File: config.mk
export PLATFORM = sky130hd
export DESIGN_NAME = window_watchdog
export DESIGN_NICKNAME = d
export VERILOG_FILES = /design/src/rtl/winwd_pkg.sv /design/src/rtl/winwd_regs.sv /design/src/rtl/winwd_gate.sv /design/src/rtl/winwd_core.sv /design/src/rtl/window_watchdog.sv
export SDC_FILE = /design/constraint.sdc
export NUM_CORES = 1
export LEC_CHECK = 0
export ABC_AREA = 1
export BUFFER_PORTS_ARGS = -buffer_cell sky130_fd_sc_hd__buf_2
export CORE_MARGIN = 4
export CORE_UTILIZATION = 50
export DETAILED_ROUTE_END_ITERATION = 8
export PLACE_DENSITY = 0.73
export SLEW_MARGIN = 0
export SYNTH_ARGS = -nofsm -noshare
export SYNTH_HDL_FRONTEND = slang
export SYNTH_SLANG_ARGS = --single-unit
File: constraint.sdc
create_clock -name clk -period 6.7 [get_ports clk]
set_input_delay 1.34 -clock clk [delete_from_list [all_inputs] [get_ports clk]]
set_output_delay 1.34 -clock clk [all_outputs]
set_load 0.05 [all_outputs]
File: src/rtl/winwd_pkg.sv
package winwd_pkg;

  localparam int REG_AW = 3;

  typedef enum logic [REG_AW-1:0] {
    REG_CTRL   = 3'd0,
    REG_LOWER  = 3'd1,
    REG_UPPER  = 3'd2,
    REG_WARN   = 3'd3,
    REG_ACTION = 3'd4,
    REG_IRQCLR = 3'd5
  } reg_addr_e;

  // control word, bit 0 is enable
  typedef struct packed {
    logic dbg_run;
    logic pause_hib;
    logic pause_ds;
    logic auto_svc;
    logic enable;
  } ctrl_t;

  // action word, bit 0 is lower-fault reset
  typedef struct packed {
    logic warn_irq;
    logic upper_rst;
    logic lower_rst;
  } action_t;

  localparam int CTRL_W = $bits(ctrl_t);
  localparam int ACT_W  = $bits(action_t);

endpackage

File: src/rtl/winwd_regs.sv
module winwd_regs
  import winwd_pkg::*;
#(
  parameter int CNT_W     = 32,
  parameter int DATA_W    = 32,
  parameter int DEF_LOWER = 0,
  parameter int DEF_UPPER = 32000,
  parameter int DEF_WARN  = 0
) (
  input  logic              clk,
  input  logic              rst,
  input  logic              wr_en,
  input  logic [REG_AW-1:0] wr_addr,
  input  logic [DATA_W-1:0] wr_data,
  output ctrl_t             ctrl,
  output action_t           act,
  output logic [CNT_W-1:0]  lim_lower,
  output logic [CNT_W-1:0]  lim_upper,
  output logic [CNT_W-1:0]  lim_warn,
  output logic              irq_clr
);

  localparam int NUM_LIM  = 3;
  localparam int LIM_BASE = int'(REG_LOWER);
  localparam logic [CNT_W-1:0] LIM_DEF [NUM_LIM] =
    '{CNT_W'(DEF_LOWER), CNT_W'(DEF_UPPER), CNT_W'(DEF_WARN)};

  ctrl_t            ctrl_q;
  action_t          act_q;
  logic [CNT_W-1:0] lim_q [NUM_LIM];
  logic             unused_wdata;

  assign unused_wdata = ^wr_data;

  always_ff @(posedge clk) begin
    if (rst) begin
      ctrl_q <= '0;
    end else if (wr_en && wr_addr == REG_CTRL) begin
      ctrl_q <= ctrl_t'(wr_data[CTRL_W-1:0]);
    end
  end

  always_ff @(posedge clk) begin
    if (rst) begin
      act_q <= '0;
    end else if (wr_en && wr_addr == REG_ACTION) begin
      act_q <= action_t'(wr_data[ACT_W-1:0]);
    end
  end

  for (genvar g = 0; g < NUM_LIM; g++) begin : g_lim
    always_ff @(posedge clk) begin
      if (rst) begin
        lim_q[g] <= LIM_DEF[g];
      end else if (wr_en && wr_addr == REG_AW'(LIM_BASE + g)) begin
        lim_q[g] <= wr_data[CNT_W-1:0];
      end
    end
  end

  assign ctrl      = ctrl_q;
  assign act       = act_q;
  assign lim_lower = lim_q[0];
  assign lim_upper = lim_q[1];
  assign lim_warn  = lim_q[2];
  assign irq_clr   = wr_en && (wr_addr == REG_IRQCLR) && wr_data[0];

endmodule

File: src/rtl/winwd_gate.sv
module winwd_gate
  import winwd_pkg::*;
(
  input  ctrl_t ctrl,
  input  logic  in_deepsleep,
  input  logic  in_hibernate,
  input  logic  cpu_halted,
  output logic  run
);

  logic hold_ds;
  logic hold_hib;
  logic hold_dbg;

  always_comb begin
    hold_ds  = ctrl.pause_ds && in_deepsleep;
    hold_hib = ctrl.pause_hib && in_hibernate;
    hold_dbg = !ctrl.dbg_run && cpu_halted;
    run      = ctrl.enable && !(hold_ds || hold_hib || hold_dbg);
  end

endmodule

File: src/rtl/winwd_core.sv
module winwd_core
  import winwd_pkg::*;
#(
  parameter int CNT_W = 32
) (
  input  logic             clk,
  input  logic             rst,
  input  ctrl_t            ctrl,
  input  action_t          act,
  input  logic [CNT_W-1:0] lim_lower,
  input  logic [CNT_W-1:0] lim_upper,
  input  logic [CNT_W-1:0] lim_warn,
  input  logic             run,
  input  logic             svc,
  input  logic             irq_clr,
  output logic [CNT_W-1:0] cnt,
  output logic             rst_req,
  output logic             warn_irq
);

  logic [CNT_W-1:0] cnt_q, cnt_d;
  logic             rst_q, rst_d;
  logic             irq_q, irq_d;
  logic             early_svc;
  logic             expired;
  logic             warn_hit;

  always_comb begin
    early_svc = cnt_q < lim_lower;
    expired   = cnt_q >= lim_upper;
    warn_hit  = cnt_q == lim_warn;
  end

  always_comb begin
    cnt_d = cnt_q;
    rst_d = 1'b0;
    irq_d = irq_q && !irq_clr;
    if (!ctrl.enable) begin
      cnt_d = '0;
    end else if (svc) begin
      cnt_d = '0;
      rst_d = act.lower_rst && early_svc;
    end else if (run) begin
      if (expired) begin
        cnt_d = '0;
        rst_d = act.upper_rst && !ctrl.auto_svc;
      end else begin
        cnt_d = cnt_q + 1'b1;
      end
      if (act.warn_irq && warn_hit) begin
        irq_d = 1'b1;
      end
    end
  end

  always_ff @(posedge clk) begin
    if (rst) begin
      cnt_q <= '0;
      rst_q <= 1'b0;
      irq_q <= 1'b0;
    end else begin
      cnt_q <= cnt_d;
      rst_q <= rst_d;
      irq_q <= irq_d;
    end
  end

  assign cnt      = cnt_q;
  assign rst_req  = rst_q;
  assign warn_irq = irq_q;

endmodule

File: src/rtl/window_watchdog.sv
module window_watchdog
  import winwd_pkg::*;
#(
  parameter int CNT_W     = 32,
  parameter int DATA_W    = 32,
  parameter int DEF_LOWER = 0,
  parameter int DEF_UPPER = 32000,
  parameter int DEF_WARN  = 0
) (
  input  logic              clk,
  input  logic              rst,
  input  logic              wr_en,
  input  logic [2:0]        wr_addr,
  input  logic [DATA_W-1:0] wr_data,
  input  logic              svc,
  input  logic              in_deepsleep,
  input  logic              in_hibernate,
  input  logic              cpu_halted,
  output logic              rst_req,
  output logic              warn_irq
);

  ctrl_t            ctrl_w;
  action_t          act_w;
  logic [CNT_W-1:0] lo_w, up_w, warn_w, cnt_w;
  logic             irq_clr_w;
  logic             run_w;

  winwd_regs #(
    .CNT_W(CNT_W), .DATA_W(DATA_W), .DEF_LOWER(DEF_LOWER),
    .DEF_UPPER(DEF_UPPER), .DEF_WARN(DEF_WARN)
  ) u_regs (
    .clk(clk), .rst(rst), .wr_en(wr_en), .wr_addr(wr_addr), .wr_data(wr_data),
    .ctrl(ctrl_w), .act(act_w), .lim_lower(lo_w), .lim_upper(up_w),
    .lim_warn(warn_w), .irq_clr(irq_clr_w)
  );

  winwd_gate u_gate (
    .ctrl(ctrl_w), .in_deepsleep(in_deepsleep), .in_hibernate(in_hibernate),
    .cpu_halted(cpu_halted), .run(run_w)
  );

  winwd_core #(.CNT_W(CNT_W)) u_core (
    .clk(clk), .rst(rst), .ctrl(ctrl_w), .act(act_w),
    .lim_lower(lo_w), .lim_upper(up_w), .lim_warn(warn_w),
    .run(run_w), .svc(svc), .irq_clr(irq_clr_w),
    .cnt(cnt_w), .rst_req(rst_req), .warn_irq(warn_irq)
  );

endmodule

==> metrics, run 1 <==
status finished, final reports clean; vias in the first global route 5539; height of the die around 130 um; WHS Path Cells 2; worst ir drop on vdd 162 uV; port bufs 43; Nets just over 1000; Reg clk slew, reported paths 60 ps; DRC viols 0; Synth cell types 34; Final Hold Fails 0; Initial Util around half; syn_area_per_cell 8.67 sq um; Final GP Congestion slightly below 0.9; DP Area 7960 sq um; type of the worst setup path in -> reg; Adder-Cell Fraction of Synth Area between 10% and 20%; Slew Viols, Final 0; First-pass DRT Iterations 5; Yosys reg bits around 140; Inst Count DP 1087; Slew headroom about 22%; layout cell share with drive strength beyond 1 ~10%; Worst-Margin Slew between 1000 and 1500 ps; Total GRT Usage between 20 and 25%; crit path max fanout 26; hold buffers post-CTS 0; initial antenna violation count 0; Mapped Cells 869; Filler Cell Count roughly 1300; Worst EP required between 6000 and 7000 ps; Post-CTS Resized 0; HP Start u_regs.ctrl[4]; Antenna Nets Post-Route 0; most frequent cells in the layout nor2_1 (171), inv_1 (145), nand2_1 (142); commonest non-fill, non-tap cell in the layout nor2_1; critical path arrival approximately 3400 ps; CTS Sinks ~140; Compound-Gate Fraction of Synth Area between 4 and 5%; Max Cap Viol 0; PwrDens ~230 nW/um^2; final setup TNS 0 ps; die area 17100 sq um; post-synthesis xor/xnor area fraction around 4.4%; first-pass GRT wire length ~27 mm; P&R area growth vs syn 12.8%; Root Driver clkbuf_16; DR vias/cell ~5.1; largest family of logic cells by synthesized area simple AND/OR/NAND/NOR gates; Synthesis Warnings 0; Synth Area in Simple Gates roughly 22%; crit end category flip-flop; reg2reg start u_core.cnt[14]; DP Worst Slack 3070 ps; GRT overflow 0; Worst-Skew Late Latency 420 ps; cts bufs inserted 17; final instance area around 8500 sq um; post-route minimum period 3180 ps; number of H-tree levels 4; Die Wd around 130 um; endpoints failing setup 0; Clock Skews just under 6 ps; Post-CTS Setup Bufs 0; detailed placement HPWL about 12 mm; number of inserted diodes 0; syn_nets 975; WL/cell 14.2 um; Pleak 3.83 nW; hold endpoint u_regs.ctrl[4]; DRT iter0 DRCs 384; via count approximately 5700; FF-to-FF End u_core.cnt[5]; R2R depth 12; sequential area share after synthesis about half; mux cell area share after synthesis 0%; Total Wirelength around 16 mm; CTS tree yes; Max Fclk between 0.3 and 0.4 GHz; synthesized area 7540 sq um; num ports 44; reg2reg setup slack between 4000 and 5000 ps; final setup margin 3520 ps; RSZ-0062 raised after global routing false; Hold Path Class reg -> reg; Max clock buf depth 2; Startpoint Class input pin; Cell Rows 44; Final Non-Filler Cells roughly 1100; largest net degree at the start of global routing 33; Core ar. 14600 sq um; period utilization 47.4%
-- through the flow --
step | util (%) | hold slack [ps] | total power, W
after floorplan | - | 429 | 0.00105
after global placement | 54.4 | 442 | 0.00109
final | 58.1 | 461 | 0.00195
after global routing | 58.1 | 508 | 0.00203
after detailed placement | 54.4 | 452 | 0.00110
after CTS | 58.1 | 460 | 0.00196
-- final cells by class --
cell class	count	area (sq um)	area share [%]
sequential	138	3720	43.8
multi-input combinational	571	3210	37.8
inverter	147	552	6.49
clock buffer	20	437	5.13
timing repair buffer	47	245	2.88
tap	184	230	2.71
clock inverter	12	106	1.25
-- metal layers --
metal / wire length (um) / vias up / track usage [%]
met5: 0 / - / 0
li1: - / 2912 / -
met1: 7410 / 2655 / 27.2
met4: 329 / 0 / 8.23
met3: 626 / 24 / 3.86
met2: 7540 / 110 / 32.3
-- critical path: stages --
cell      delay, ps
buf_2           100
inv_1            50
nor2_2          160
nand2_1         130
nor2_1          110
inv_1            70
nor2_2          320
clkinv_1        800
nor2_1          330
-- worst max path at each step --
stage               start  cells past startpoint                  end
floorplan           wr_en                      4   u_regs.lim_q[2][0]
global placement    wr_en                      9  u_regs.lim_q[1][22]
detailed placement  wr_en                      9  u_regs.lim_q[1][31]
CTS                 wr_en                      9  u_regs.lim_q[1][31]
global route        wr_en                      9   u_regs.lim_q[1][7]
finish              wr_en                      9  u_regs.lim_q[1][31]
-- report_power, final --
part | leakage (nW) | switching [W] | internal (W) | total [W]
Clock | 0.256 | 0.000336 | 0.000537 | 0.000872
Combinational | 2.30 | 0.0000725 | 0.0000383 | 0.000111
Sequential | 1.27 | 0.0000130 | 0.000953 | 0.000966
Total | 3.83 | 0.000421 | 0.00153 | 0.00195
-- synthesized netlist by cell type --
cell        n  share of area, %
nand2_1   142               7.1
nor2_4      2              0.30
xor2_1     21               2.4
nor4_1      5              0.41
nor3_2      1              0.13
dfxtp_1    42                11
nor3_1     17               1.1
and2_4      1              0.12
and3_1      1             0.083
inv_2       1             0.050
nor2_1    171               8.5
clkinv_1    1             0.050
nand3_2     2              0.27
nor2_2      4              0.33
o21bai_1    2              0.20
edfxtp_1   96                38
o21ai_0    22               1.5
buf_2       5              0.33
nand4_4     1              0.28
buf_6       1              0.15
o21a_1      2              0.20
o22ai_1     2              0.17
o211a_1     1              0.13
a31oi_1     1             0.083
nand4_1    15               1.2
or2_2       7              0.58
clkbuf_1    7              0.35
a21oi_1    40               2.7
ha_1       64                11
inv_1     145               7.2
a21o_1      1              0.10
nand2_2     2              0.17
xnor2_1    17               2.0
nand3_1    27               1.8
-- flip-flops by register name, summed over array words and instances (netlist names) --
name             cells
u_core.warn_irq      1
u_core.cnt          32
u_regs.lim_q        96
u_core.rst_req       1
u_regs.ctrl          5
u_regs.act           3
-- cells by family (layout without fill, tap and decap cells) --
kind of cell,after synthesis,count (layout)
buffers and inverters,160,226
DFF,138,138
adders and majority gates,64,64
and+or+nand+nor,398,398
xor gates and xnor gates,38,38
AOI/OAI and AO/OA,71,71
Power figures use the tool's default switching activity.
==> run 2, diff against run 1 <==
PLACE_DENSITY = 0.76   (was 0.73)
clock period = 2.9 ns   (was 6.7 ns; I/O delays follow)
==> run 2 against run 1 <==
Against the previous run:
- die area unchanged
- routed wire length up 2.4%
- sequential power up 130%
- critical endpoint is now u_core.cnt[27]
==> metrics, run 2 (synthesized netlist as in run 1, its figures left out) <==
dominant cell type by count on the critical path nand2_1; initial antenna violation count 0 (unchanged); number of H-tree levels 4 (unchanged); Antenna Nets Post-Route 0 (unchanged); num ports 44 (unchanged); period utilization 82.3%; Worst-Margin Slew 570 ps (-589 ps); Startpoint Class flip-flop; Cell Rows 44 (unchanged); post-layout util 58.2% (+0.10 points); commonest non-fill, non-tap cell in the layout nor2_1; PwrDens 511 nW/um^2 (+120%); Pleak 3.86 nW (+0.69%); Total Wirelength 16.3 mm (+2.4%); GRT overflow 0 (unchanged); Filler Cell Count 1250 (-4.7%); detailed placement HPWL 12.0 mm (+3.9%); crit end category flip-flop; Hold Path Class in -> reg; Nets 1036 (+0.78%); final setup TNS 0 ps (unchanged); Slew headroom 61.9% (+40 points); first-pass GRT wire length 26.4 mm (-0.60%); worst ir drop on vdd 380 uV (+130%); port bufs 43 (unchanged); Final GP Congestion 0.889 (+2.4%); crit path max fanout 28 (+7.7%); DRT iter0 DRCs 408 (+6.3%); reg2reg setup slack 510 ps (-3590 ps); Core ar. 14600 sq um (unchanged); hold buffers post-CTS 0 (unchanged); crit path cell chain ha_1 > nand2_1 > nor2_1 > nand2_1 > a21oi_1 > nor2_1 > nand2_1 > nand2_1 > nand2_1 > nand2_1 > nand2_2 > nor2_1; Post-CTS Resized 0 (unchanged); post-route minimum period roughly 2400 ps; Max Fclk 0.419 GHz; Root Driver clkbuf_16; height of the die 131 um (unchanged); Net Switching 0.000987 W (+130%); Comb pwr share 6.0% (+0.3 points); First-pass DRT Iterations 7 (+2); Final Hold Fails 0 (unchanged); final setup margin 514 ps (-3010 ps); largest net degree at the start of global routing 33 (unchanged); die area 17100 sq um (unchanged); largest reg by FF count u_regs.lim_q; Crit path max-delay family simple AND/OR/NAND/NOR gates; endpoints failing setup 0 (unchanged); DR vias/cell 5.08 (-0.31%); Die Wd 131 um (unchanged); CTS Sinks 138 (unchanged); type of the worst setup path reg -> reg; DP Worst Slack 492 ps (-2570 ps); DRC viols 0 (unchanged); number of inserted diodes 0 (unchanged); Max Cap Viol 0 (unchanged); Initial Util 51.5% (unchanged); Sw Share 22.7% (+1.1 points); Worst EP required 3190 ps (-3750 ps); cts bufs inserted 17 (unchanged); RSZ-0062 raised after global routing false; Max clock buf depth 2 (unchanged); most frequent cells in the layout nor2_1 (171), inv_1 (145), nand2_1 (142); sequential share of power 51.3% (+1.7 points); slowest CP cell nand2_2; layout cell share with drive strength beyond 1 10.9% (+1.2 points); CTS tree yes; Reg clk slew, reported paths 60 ps (about the same); max FFs per register 96 (unchanged); WL/cell 14.5 um (+1.7%); vias in the first global route 5364 (-3.2%); power share of the clock group 42.7% (-2.0 points); Clock Skews 9.44 ps (+3.57 ps); Worst-Skew Late Latency 430 ps (about the same); internal power 0.00337 W (+120%); worst path buffer plus inverter count 0 (-4); status finished, final reports clean; via count 5724 (+0.40%); Slew Viols, Final 0 (unchanged); critical path arrival 2670 ps (-740 ps); Total GRT Usage 20.1% (-0.12 points); Max stage delay on crit path 440 ps (-360 ps); P&R area growth vs syn 13.0%; Hold Slack 379 ps (-82.7 ps); Post-CTS Setup Bufs 0 (unchanged)
[run 2: metal layers]
| metal | vias up | routed length, um | global-route usage, % |
|---|---|---|---|
| li1 | 2929 | - | - |
| met1 | 2633 | 7470 | 26.5 |
| met2 | 141 | 7760 | 33.1 |
| met3 | 21 | 766 | 4.43 |
| met4 | 0 | 290 | 6.53 |
| met5 | - | 0 | 0 |
[run 2: worst paths after layout]
kind,from,endpoint,depth (start not counted)
setup reg to reg,u_core.cnt[15],u_core.cnt[27],12
setup / recovery,u_core.cnt[15],u_core.cnt[27],12
hold / removal,rst,u_regs.act[0],2
hold reg to reg,u_regs.ctrl[4],u_regs.ctrl[4],2
[run 2: area by class of cell]
| type | count | area (sq um) | share of cell area (%) |
|---|---|---|---|
| timing repair buffer | 55 | 305 | 3.58 |
| tap | 184 | 230 | 2.70 |
| inverter | 147 | 552 | 6.48 |
| sequential | 138 | 3720 | 43.7 |
| multi-input combinational | 571 | 3210 | 37.7 |
| clock buffer | 22 | 444 | 5.21 |
| clock inverter | 10 | 53.8 | 0.631 |
[run 2: worst register-to-register path, cell delays in order (launching register included)]
cell and delay [ps]:
dfxtp_1 380, ha_1 340, nand2_1 70, nor2_1 200, nand2_1 90, a21oi_1 220
nor2_1 70, nand2_1 80, nand2_1 50, nand2_1 80, nand2_1 110, nand2_2 440
nor2_1 120
[run 2: power groups by stage]
| stage | Clock, W | Combinational, W | Sequential, W |
|---|---|---|---|
| after floorplan | 0 | 0.000167 | 0.00227 |
| after global placement | 0 | 0.000257 | 0.00227 |
| after detailed placement | 0 | 0.000264 | 0.00227 |
| after CTS | 0.00189 | 0.000267 | 0.00223 |
| after global routing | 0.00198 | 0.000302 | 0.00224 |
| final | 0.00186 | 0.000262 | 0.00223 |
[run 2: metrics by stage]
stage / cell area, sq um / cells / total power (W)
detailed placement: 8020 / 1095 / 0.00254
global route: 8520 / 1127 / 0.00452
CTS: 8520 / 1127 / 0.00439
global placement: 8020 / 1095 / 0.00253
floorplan: 7540 / 869 / 0.00243
finish: 8520 / 1127 / 0.00435
==> run 3, diff against run 2 <==
PLACE_DENSITY = 0.73   (was 0.76)
clock period = 2.41 ns   (was 2.9 ns; I/O delays follow)
==> run 3 against run 2 <==
Against the previous run:
- non-clock buffer count rose by 14
- sequential power rose by 21%
- final cell count rose by 1.2%
- design area rose by 3.0%
- die area did not move
- total power rose by 31%
- fmax rose by 9.5%
- critical path type unchanged
- critical endpoint is now u_core.cnt[20]
==> metrics, run 3 (synthesized netlist as in run 1, its figures left out) <==
status finished, final reports clean; met2 Use GR 35.2% (+2.1 points); Max Cap Viol 0 (unchanged); Pleak 4.00 nW (+3.7%); Core ar. 14600 sq um (unchanged); Post-CTS Resized 0 (unchanged); GRT overflow 0 (unchanged); commonest non-fill, non-tap cell in the layout nor2_1; Comb pwr share 5.7% (-0.3 points); final setup TNS 0 ps (unchanged); Slew headroom 69.9% (+8.0 points); Max clock buf depth 2 (unchanged); port bufs 43 (unchanged); cts bufs inserted 17 (unchanged); reg2reg setup slack 230 ps (-280 ps); number of inserted diodes 0 (unchanged); PwrDens 649 nW/um^2 (+27%); Reg clk slew, reported paths 60 ps (about the same); max FFs per register 96 (unchanged); Cell Rows 44 (unchanged); Worst-Margin Slew 451 ps (-120 ps); Worst-Skew Late Latency 420 ps (about the same); final setup margin 231 ps (-283 ps); worst ir drop on vdd 496 uV (+31%); via count 5766 (+0.73%); post-layout util 59.9% (+1.7 points); gr busiest metal met2; Antenna Nets Post-Route 0 (unchanged); period utilization 90.4% (+8.1 points); crit path max fanout 22 (-21%); hold buffers post-CTS 0 (unchanged); largest net degree at the start of global routing 33 (unchanged); R2R depth 13 (+1); number of H-tree levels 4 (unchanged); internal power 0.00448 W (+33%); WL/cell 14.5 um (+0.39%); die area 17100 sq um (unchanged); CTS Sinks 138 (unchanged); Final GP Congestion 0.902 (+1.4%); Final Hold Fails 0 (unchanged); post-route minimum period 2180 ps (-207 ps); CTS tree yes; crit path from u_core.cnt[15]; Nets 1050 (+1.4%); Root Driver clkbuf_16; type of the worst setup path reg -> reg; Hold Path Class in -> reg; Clock Skews 6.29 ps (-3.15 ps); power share of the clock group 47.1% (+4.4 points); Die Wd 131 um (unchanged); height of the die 131 um (unchanged); RSZ-0062 raised after global routing false; Worst EP required 2720 ps (-470 ps); reg2reg start u_core.cnt[15]; Post-CTS Setup Bufs 0 (unchanged); DP Worst Slack 246 ps (-246 ps); Initial Util 51.5% (unchanged); Slew Viols, Final 0 (unchanged); layout cell share with drive strength beyond 1 12.6% (+1.7 points); initial antenna violation count 0 (unchanged); critical path arrival 2490 ps (-180 ps); met3 Usage GRT 4.35% (-0.081 points); Sw Share 21.4% (-1.2 points); DRT iter0 DRCs 418 (+2.5%); Filler Cell Count 1264 (+1.1%); Inst Count DP 1109 (+1.3%); first-pass GRT wire length 27.7 mm (+4.8%); most frequent cells in the layout nor2_1 (171), inv_1 (145), nand2_1 (142); sequential share of power 47.2% (-4.1 points); detailed placement HPWL 12.0 mm (+0.65%); P&R area growth vs syn 16.4%; Register Area 3720 sq um (unchanged); DRC viols 0 (unchanged); First-pass DRT Iterations 6 (-1); Max Fclk 0.459 GHz (+9.5%); DR vias/cell 5.05 (-0.50%); num ports 44 (unchanged); grt met1 use 26.3% (-0.15 points); WHS Path Cells 2 (unchanged); Final Non-Filler Cells 1141 (+1.2%); largest reg by FF count u_regs.lim_q; Design Power 0.00570 W (+31%); Total GRT Usage 21.0% (+0.89 points); Total Wirelength 16.6 mm (+1.6%); Net Switching 0.00122 W (+24%); endpoints failing setup 0 (unchanged); HP Start rst; vias in the first global route 5825 (+8.6%); multi-input logic area 3210 sq um (unchanged); crit end category flip-flop; Startpoint Class flip-flop
-- run 3: changes by cell type in the layout (fill, tap and decap cells not counted), sizes merged --
cell and delta:
bufinv +4, clkinv +1, clkbuf -5, buf +14
-- run 3: final cells by class --
| type | count | area share [%] |
|---|---|---|
| inverters | 147 | 6.29 |
| well taps | 184 | 2.62 |
| multi-input cells | 571 | 36.6 |
| flip-flops and latches | 138 | 42.4 |
| clock buffers | 17 | 4.85 |
| clock inverters | 15 | 2.07 |
| repair buffers | 69 | 5.11 |
-- run 3: worst paths after layout --
kind	to
setup / recovery	u_core.cnt[20]
hold / removal	u_core.warn_irq
setup reg to reg	u_core.cnt[20]
hold reg to reg	u_regs.ctrl[4]
-- run 3: power by group through the flow --
stage | clock, W | combinational, W | sequential (W)
finish | 0.00269 | 0.000323 | 0.00269
global route | 0.00282 | 0.000374 | 0.00270
CTS | 0.00271 | 0.000328 | 0.00269
detailed placement | 0 | 0.000322 | 0.00274
global placement | 0 | 0.000316 | 0.00273
floorplan | 0 | 0.000201 | 0.00273
-- run 3: metrics by stage --
step	instance area [sq um]	hold WS (ps)
after floorplan	7540	430
after global placement	8170	450
after detailed placement	8170	451
after CTS	8770	280
after global routing	8770	294
final	8770	292
-- run 3: critical path, stage by stage, from the launching register on --
cell and delay (ps):
dfxtp_1 380, ha_1 330, nand2_1 70, nor2_1 190, nand3_1 190, a21oi_1 170, nor2_1 50, nand2_1 50
nand2_1 40, nand2_1 70, nand2_1 110, nand2_2 170, buf_12 180, nor2_1 60
-- run 3: per-layer routing --
layer | up-vias | wire [um]
met5 | - | 0
met4 | 0 | 439
met3 | 33 | 744
met2 | 146 | 7810
met1 | 2633 | 7560
li1 | 2954 | -
